<file path="config.mk">
export PLATFORM = sky130hd
export DESIGN_NAME = shutter_window_gen
export DESIGN_NICKNAME = d
export VERILOG_FILES = /design/src/rtl/shw_pkg.sv /design/src/rtl/shw_regs.sv /design/src/rtl/shw_start.sv /design/src/rtl/shw_seq.sv /design/src/rtl/shutter_window_gen.sv
export SDC_FILE = /design/constraint.sdc
export NUM_CORES = 1
export LEC_CHECK = 0
export ABC_AREA = 0
export BUFFER_PORTS_ARGS = -buffer_cell sky130_fd_sc_hd__buf_4
export CAP_MARGIN = 5
export CORE_ASPECT_RATIO = 0.9
export CORE_MARGIN = 3
export CORE_UTILIZATION = 63
export DETAILED_ROUTE_END_ITERATION = 8
export GPL_TIMING_DRIVEN = 1
export PLACE_DENSITY = 0.81
export SYNTH_ARGS = -nofsm -noshare
export SYNTH_HDL_FRONTEND = slang
export SYNTH_SLANG_ARGS = --single-unit
</file>
<file path="constraint.sdc">
create_clock -name clk -period 4.5 [get_ports clk]
set_input_delay 0.225 -clock clk [delete_from_list [all_inputs] [get_ports clk]]
set_output_delay 0.225 -clock clk [all_outputs]
set_load 0.005 [all_outputs]
</file>
<file path="src/rtl/shw_pkg.sv">
package shw_pkg;
  localparam int REG_AW = 3;

  localparam logic [REG_AW-1:0] ADR_CTRL    = 3'd0;
  localparam logic [REG_AW-1:0] ADR_SRC     = 3'd1;
  localparam logic [REG_AW-1:0] ADR_PERIOD  = 3'd2;
  localparam logic [REG_AW-1:0] ADR_T_OPEN  = 3'd3;
  localparam logic [REG_AW-1:0] ADR_T_REL   = 3'd4;
  localparam logic [REG_AW-1:0] ADR_T_CLOSE = 3'd5;

  localparam int CTRL_EN_BIT  = 0;
  localparam int CTRL_INT_BIT = 1;

  typedef enum logic {SRC_EXTERNAL = 1'b0, SRC_INTERNAL = 1'b1} src_mode_e;
endpackage

</file>
<file path="src/rtl/shw_regs.sv">
module shw_regs
  import shw_pkg::*;
#(
  parameter int DW   = 32,
  parameter int SELW = 3
) (
  input  logic              clk,
  input  logic              rst_n,
  input  logic              wr_en,
  input  logic [REG_AW-1:0] wr_addr,
  input  logic [DW-1:0]     wr_data,
  output logic              ctrl_en,
  output src_mode_e         ctrl_mode,
  output logic [SELW-1:0]   src_sel,
  output logic [DW-1:0]     period,
  output logic [DW-1:0]     t_open,
  output logic [DW-1:0]     t_rel,
  output logic [DW-1:0]     t_close
);
  // Each register is written whole when its address is hit.
  always_ff @(posedge clk or negedge rst_n) begin
    if (!rst_n) begin
      ctrl_en   <= 1'b0;
      ctrl_mode <= SRC_EXTERNAL;
      src_sel   <= '0;
      period    <= '0;
      t_open    <= '0;
      t_rel     <= '0;
      t_close   <= '0;
    end else if (wr_en) begin
      case (wr_addr)
        ADR_CTRL: begin
          ctrl_en   <= wr_data[CTRL_EN_BIT];
          ctrl_mode <= src_mode_e'(wr_data[CTRL_INT_BIT]);
        end
        ADR_SRC:     src_sel <= wr_data[SELW-1:0];
        ADR_PERIOD:  period  <= wr_data;
        ADR_T_OPEN:  t_open  <= wr_data;
        ADR_T_REL:   t_rel   <= wr_data;
        ADR_T_CLOSE: t_close <= wr_data;
        default: ;
      endcase
    end
  end
endmodule

</file>
<file path="src/rtl/shw_start.sv">
module shw_start
  import shw_pkg::*;
#(
  parameter int DW    = 32,
  parameter int NTRIG = 6,
  parameter int SELW  = 3
) (
  input  logic             clk,
  input  logic             rst_n,
  input  logic [NTRIG-1:0] trig_in,
  input  logic             ctrl_en,
  input  src_mode_e        ctrl_mode,
  input  logic [SELW-1:0]  src_sel,
  input  logic [DW-1:0]    period,
  output logic             start_req
);
  logic [NTRIG-1:0] trig_q;
  logic [NTRIG-1:0] rise;
  logic             ext_hit;
  logic             int_hit;
  logic             int_run;
  logic [DW-1:0]    pcnt;

  // Decide whether the period counter has reached its last count.
  function automatic logic period_done(input logic [DW-1:0] cnt,
                                       input logic [DW-1:0] per);
    return (per != '0) && (cnt >= per - DW'(1));
  endfunction

  // One edge detector per trigger input.
  generate
    for (genvar g = 0; g < NTRIG; g++) begin : g_edge
      always_ff @(posedge clk or negedge rst_n) begin
        if (!rst_n) trig_q[g] <= 1'b0;
        else        trig_q[g] <= trig_in[g];
      end
      assign rise[g] = trig_in[g] & ~trig_q[g];
    end
  endgenerate

  // Pick the selected input. Select values outside the input range hit nothing.
  always_comb begin
    ext_hit = 1'b0;
    for (int i = 0; i < NTRIG; i++) begin
      if (src_sel == SELW'(i)) ext_hit = rise[i];
    end
  end

  assign int_run = ctrl_en && (ctrl_mode == SRC_INTERNAL) && (period != '0);

  // The period counter runs freely while the internal source is active.
  always_ff @(posedge clk or negedge rst_n) begin
    if (!rst_n)                      pcnt <= '0;
    else if (!int_run)               pcnt <= '0;
    else if (period_done(pcnt, period)) pcnt <= '0;
    else                             pcnt <= pcnt + DW'(1);
  end

  assign int_hit   = int_run && period_done(pcnt, period);
  assign start_req = ctrl_en && ((ctrl_mode == SRC_EXTERNAL) ? ext_hit : int_hit);
endmodule

</file>
<file path="src/rtl/shw_seq.sv">
module shw_seq #(
  parameter int DW = 32
) (
  input  logic          clk,
  input  logic          rst_n,
  input  logic          ctrl_en,
  input  logic          start_req,
  input  logic [DW-1:0] t_open,
  input  logic [DW-1:0] t_rel,
  input  logic [DW-1:0] t_close,
  output logic          busy,
  output logic [DW-1:0] cnt,
  output logic          shutter,
  output logic          veto,
  output logic          seq_active
);
  logic [DW-1:0] open_q, rel_q, close_q;
  logic          open_win, go_win;

  // Check whether a count lies in the half-open interval [lo, hi).
  function automatic logic in_span(input logic [DW-1:0] n,
                                   input logic [DW-1:0] lo,
                                   input logic [DW-1:0] hi);
    return (n >= lo) && (n < hi);
  endfunction

  always_ff @(posedge clk or negedge rst_n) begin
    if (!rst_n) begin
      busy    <= 1'b0;
      cnt     <= '0;
      open_q  <= '0;
      rel_q   <= '0;
      close_q <= '0;
    end else if (!ctrl_en) begin
      busy <= 1'b0;
      cnt  <= '0;
    end else if (!busy) begin
      if (start_req) begin
        busy    <= 1'b1;
        cnt     <= '0;
        open_q  <= t_open;
        rel_q   <= t_rel;
        close_q <= t_close;
      end
    end else if (cnt >= close_q) begin
      busy <= 1'b0;
    end else begin
      cnt <= cnt + DW'(1);
    end
  end

  assign open_win   = busy && in_span(cnt, open_q, close_q);
  assign go_win     = busy && in_span(cnt, rel_q, close_q);
  assign shutter    = ctrl_en && open_win;
  assign veto       = ctrl_en && !go_win;
  assign seq_active = ctrl_en && busy;
endmodule

</file>
<file path="src/rtl/shutter_window_gen.sv">
module shutter_window_gen
  import shw_pkg::*;
#(
  parameter int DW    = 32,
  parameter int NTRIG = 6
) (
  input  logic              clk,
  input  logic              rst_n,
  input  logic              wr_en,
  input  logic [REG_AW-1:0] wr_addr,
  input  logic [DW-1:0]     wr_data,
  input  logic [NTRIG-1:0]  trig_in,
  output logic              shutter_o,
  output logic              veto_o,
  output logic              seq_active_o
);
  localparam int SELW = $clog2(NTRIG + 1);

  logic            ctrl_en;
  src_mode_e       ctrl_mode;
  logic [SELW-1:0] src_sel;
  logic [DW-1:0]   period, t_open, t_rel, t_close;
  logic            start_req;
  logic            seq_busy;
  logic [DW-1:0]   seq_cnt;

  shw_regs #(.DW(DW), .SELW(SELW)) u_regs (
    .clk(clk), .rst_n(rst_n), .wr_en(wr_en), .wr_addr(wr_addr), .wr_data(wr_data),
    .ctrl_en(ctrl_en), .ctrl_mode(ctrl_mode), .src_sel(src_sel), .period(period),
    .t_open(t_open), .t_rel(t_rel), .t_close(t_close)
  );

  shw_start #(.DW(DW), .NTRIG(NTRIG), .SELW(SELW)) u_start (
    .clk(clk), .rst_n(rst_n), .trig_in(trig_in), .ctrl_en(ctrl_en),
    .ctrl_mode(ctrl_mode), .src_sel(src_sel), .period(period), .start_req(start_req)
  );

  shw_seq #(.DW(DW)) u_seq (
    .clk(clk), .rst_n(rst_n), .ctrl_en(ctrl_en), .start_req(start_req),
    .t_open(t_open), .t_rel(t_rel), .t_close(t_close),
    .busy(seq_busy), .cnt(seq_cnt),
    .shutter(shutter_o), .veto(veto_o), .seq_active(seq_active_o)
  );
endmodule

</file>
==> out/qor.csv <==
stage;metric;value;unit
outcome;run status;finished, final reports clean;
place;IO buf count;46;
critical_path;Worst EP required;4960;ps
yosys;sequential fraction of the synthesis area;48.4;%
place;Cells after DPL;1785;
detailed_routing;final WL;35600;microns
yosys;Synth Instances;1464;
cells_and_area;fillers;1597;
cells_and_area;fin cells;1884;
yosys;Synth Register Bits;300;
global_route;largest net degree at the start of global routing;136;
global_route;first-pass GRT wire length;58200;microns
place;GPL Wtd Cong;0.886;
critical_path;crit end category;flop;
cells_and_area;final instance area;17800;sq um
critical_path;Setup crit start;u_regs.period[18];
floorplan;die height;155;microns
power;PwrDens;484;nW/um^2
power;LEAKAGE;0.00818;uW
clock_network;Clk Latency, worst-skew pair;550;ps
power;Reg power frac;43.2;%
job;MaxCap Viol Count;0;
clock_network;CTS Buf Count;31;
floorplan;Core Area;23700;sq um
clock_network;CTS tree;yes;
power;Overall Power;8590;uW
sta;Setup TNS;0;ps
min_path;Hold Path Origin;wr_addr[1];
sta;Slew Viols, Final;0;
clock_network;clock sink count;300;
critical_path;critical-path cell list;or4_4 -> nor2_2 -> nand2_2 -> or3_4 -> nor3_1 -> xnor2_1 -> ha_1 -> nand4_1 -> and4bb_2 -> nand3_1 -> a21oi_1 -> nor3_1 -> buf_4 -> or4_4 -> nand3_4 -> mux2i_1;
clock_network;clk slew on worst S/H paths;70;ps
detailed_routing;vias;11400;
power;P_int;5940;uW
sta;final period utilization;97.8;%
power;IR drop worst, VDD;380;uV
floorplan;Die W;171;microns
sta;crit path time final;4400;ps
global_route;Remaining Overflow, GRT;0;
detailed_routing;vias per cell;6.04;
power;Clock Power Share;32.0;%
critical_path;CP top delay family;simple AND/OR/NAND/NOR gates;
detailed_routing;Pre-antenna DRT Iters;5;
floorplan;I/O pins;47;
critical_path;RR Startpoint;u_regs.period[18];
sta;Slew Limit Headroom;32.0;%
detailed_routing;DRC violations left;0;
yosys;syn_nets;1640;
power;Psw;2650;uW
detailed_routing;Antenna Nets Post-Route;0;
yosys;distinct cell type count after synthesis;66;
floorplan;Initial Util;65.3;%
cells_and_area;# diodes;0;
critical_path;Worst Setup Start Kind;flop;
sta;final hold vios;0;
power;Gate power share;24.7;%
yosys;Async SR Flop Fraction;100;%
sta;Achievable Freq;227;MHz
cells_and_area;layout cells sized above 1;18.0;%
floorplan;row count;53;
detailed_routing;wire per inst;18.9;microns
critical_path;slowest CP cell;or4_4;
min_path;min-delay worst type;input pin to flop;
sta;PnR worst setup slack;98.6;ps
clock_network;H-Tree Depth;1;
cells_and_area;layout net count;1735;
critical_path;WP depth;16;
yosys;Avg Synthesized Cell Area;10.6;sq um
critical_path;worst-path fanout max;8;
global_route;GRT Util Overall;27.1;%
place;pre-CTS setup slack;99.7;ps
place;DP Area;16200;sq um
yosys;Synth Cell Area;15500;sq um
place;post-DP HPWL;24000;microns
global_route;initial antenna violation count;0;
yosys;Warnings, synthesis;0;
min_path;WHS Path Cells;3;
floorplan;full die area;26500;sq um
critical_path;Crit path buffers/inverters;1;
sta;Clock Skews;13.2;ps
global_route;vias in the first global route;11500;
critical_path;WP data arrival;4860;ps
critical_path;Setup CP Type;flop to flop;
yosys;Main synth FF type;dfrtp_1;
cells_and_area;Area Overhead vs Synth;14.5;%
power;Sw Share;30.9;%
detailed_routing;DRT iter0 DRCs;908;
clock_network;Bufs on Longest Clock Path;3;
yosys;EDFF count, synth;0;
critical_path;CP peak stage delay;610;ps
sta;final setup vio count;0;
clock_network;clk root buf;clkbuf_16;
sta;Worst-Margin Slew;1020;ps
critical_path;FF-to-FF path depth;16;
-- cells in the final DEF, fill, tap and decap left out, types with 3 or more instances in the layout --
master,Yosys,final
clkbuf_16,0,32
nor2b_1,9,9
and3_1,15,15
dfrtp_1,300,300
nor4_1,6,6
a221oi_1,3,3
a211oi_1,8,8
nor4_2,5,3
o21a_1,4,4
o21ai_0,124,124
mux2_2,131,131
nor3_1,15,13
a31oi_1,5,5
nor2_1,91,90
nand4b_1,3,3
or4_4,2,3
or3_1,7,7
a21oi_1,56,56
ha_1,132,132
and2_1,6,6
clkinv_2,0,7
nand2_1,162,162
clkbuf_8,0,5
nand3_1,29,29
a21o_1,15,15
inv_1,110,110
clkinvlp_4,0,4
buf_4,1,63
nand4_1,39,39
nand2b_1,8,7
xor2_1,48,48
and4_1,13,13
clkbuf_1,27,3
bufinv_16,0,6
xnor2_1,29,29
dlygate4sd3_1,0,39
-- flip-flops by register name (all words and copies together), names as in the netlist --
signal	flops
u_regs.period	32
u_regs.t_close	32
u_regs.t_open	32
u_regs.t_rel	32
u_seq.close_q	32
u_seq.cnt	32
u_seq.open_q	32
u_seq.rel_q	32
u_start.pcnt	32
u_start.trig_q	6
u_regs.src_sel	3
u_regs.ctrl_en	1
u_regs.ctrl_mode	1
u_seq.busy	1
-- power groups by stage --
stage               Combinational, uW  Clock [uW]  Sequential [uW]
floorplan                        1510           0             3630
global placement                 1910           0             3700
detailed placement               2020           0             3740
CTS                              2080        2780             3700
global route                     2410        2890             3780
finish                           2130        2750             3710
-- worst register-to-register path: cells and delay by family, from the launching register on --
family          cells  cell delay, ps
xor+xnor            1             110
fa+ha+maj           1             320
compound gates      1             150
simple gates       11            2890
buf+inv             1             160
mux                 1             230
flops               1             460
-- layer usage --
metal	track usage (%)	part of all wire (%)	vias up
met4	6.74	2.5	0
met1	37.6	44	5717
met3	4.14	5.4	64
met5	0	0	-
li1	-	-	5270
met2	45.0	48	324
-- kinds of logic after synthesis --
kind of cell / after synthesis / share of synthesized area, %
compound gates: 232 / 8.44
xor+xnor: 77 / 4.35
fa+ha+maj: 132 / 10.7
buf+inv: 156 / 4.46
flops: 300 / 48.4
mux: 132 / 9.58
simple gates: 435 / 14.1
-- final cells by class --
| type | instances | area (sq um) | share of cell area, % |
|---|---|---|---|
| multi-input combinational | 1008 | 7370 | 41.5 |
| sequential | 300 | 7510 | 42.3 |
| clock buffer | 39 | 856 | 4.82 |
| inverter | 110 | 413 | 2.33 |
| clock inverter | 17 | 245 | 1.38 |
| timing repair buffer | 108 | 990 | 5.57 |
| tap | 302 | 378 | 2.13 |
-- cells in the mapped netlist, types with 2 or more instances --
cell type | n | area share [%]
a32oi_1 | 2 | 0.11
buf_8 | 2 | 0.19
a221oi_1 | 3 | 0.17
a41oi_1 | 2 | 0.11
or3_1 | 7 | 0.28
o2111ai_1 | 2 | 0.11
clkbuf_1 | 27 | 0.65
buf_2 | 10 | 0.32
and3_1 | 15 | 0.61
nor3_1 | 15 | 0.48
and4_1 | 13 | 0.73
nor3b_1 | 2 | 0.097
nor4_1 | 6 | 0.24
or2_2 | 2 | 0.081
xnor2_1 | 29 | 1.6
a31oi_1 | 5 | 0.20
mux2_2 | 131 | 9.5
nor3_4 | 2 | 0.21
inv_1 | 110 | 2.7
and2_1 | 6 | 0.24
a21o_1 | 15 | 0.73
a211oi_1 | 8 | 0.39
o21ai_0 | 124 | 4.0
nand4b_1 | 3 | 0.17
o21a_1 | 4 | 0.19
nand3_1 | 29 | 0.94
nor4_2 | 5 | 0.40
ha_1 | 132 | 11
dfrtp_1 | 300 | 48
nand2b_1 | 8 | 0.32
o22ai_1 | 2 | 0.081
or4_4 | 2 | 0.15
xor2_1 | 48 | 2.7
and3_2 | 2 | 0.097
buf_6 | 5 | 0.36
or4_1 | 3 | 0.15
a21oi_1 | 56 | 1.8
nor2b_1 | 9 | 0.36
o211ai_1 | 2 | 0.097
nor2_1 | 91 | 2.2
nand4_1 | 39 | 1.6
nand2_1 | 162 | 3.9
-- through the flow --
| step | hold slack (ps) | utilization (%) |
|---|---|---|
| 3_5_place_dp | 342 | 68.0 |
| 2_1_floorplan | -70.6 | - |
| 6_report | 120 | 74.8 |
| 4_1_cts | 107 | 74.4 |
| 3_3_place_gp | 342 | 68.0 |
| 5_1_grt | 126 | 74.8 |
-- path summary, 6_finish.rpt --
kind | endpoint | slack, ps
setup / recovery | u_seq.cnt[1] | 100
hold / removal | u_regs.ctrl_en | 120
setup reg to reg | u_seq.cnt[1] | 100
hold reg to reg | u_seq.close_q[0] | 470
max in group asynchronous | u_start.pcnt[14] | 2930
min in group asynchronous | u_regs.t_open[9] | 360
-- what timing repair did --
action                                 4_1_cts  5_1_grt
cloned                                       0        1
pin swaps                                    0        3
hold buffers                                39        0
setup endpoints to repair                    1      128
endpoints found under the hold margin      267        0
gates resized for setup                      1       11
buffers inserted                             0        3
(Power assumes the default switching activity.)
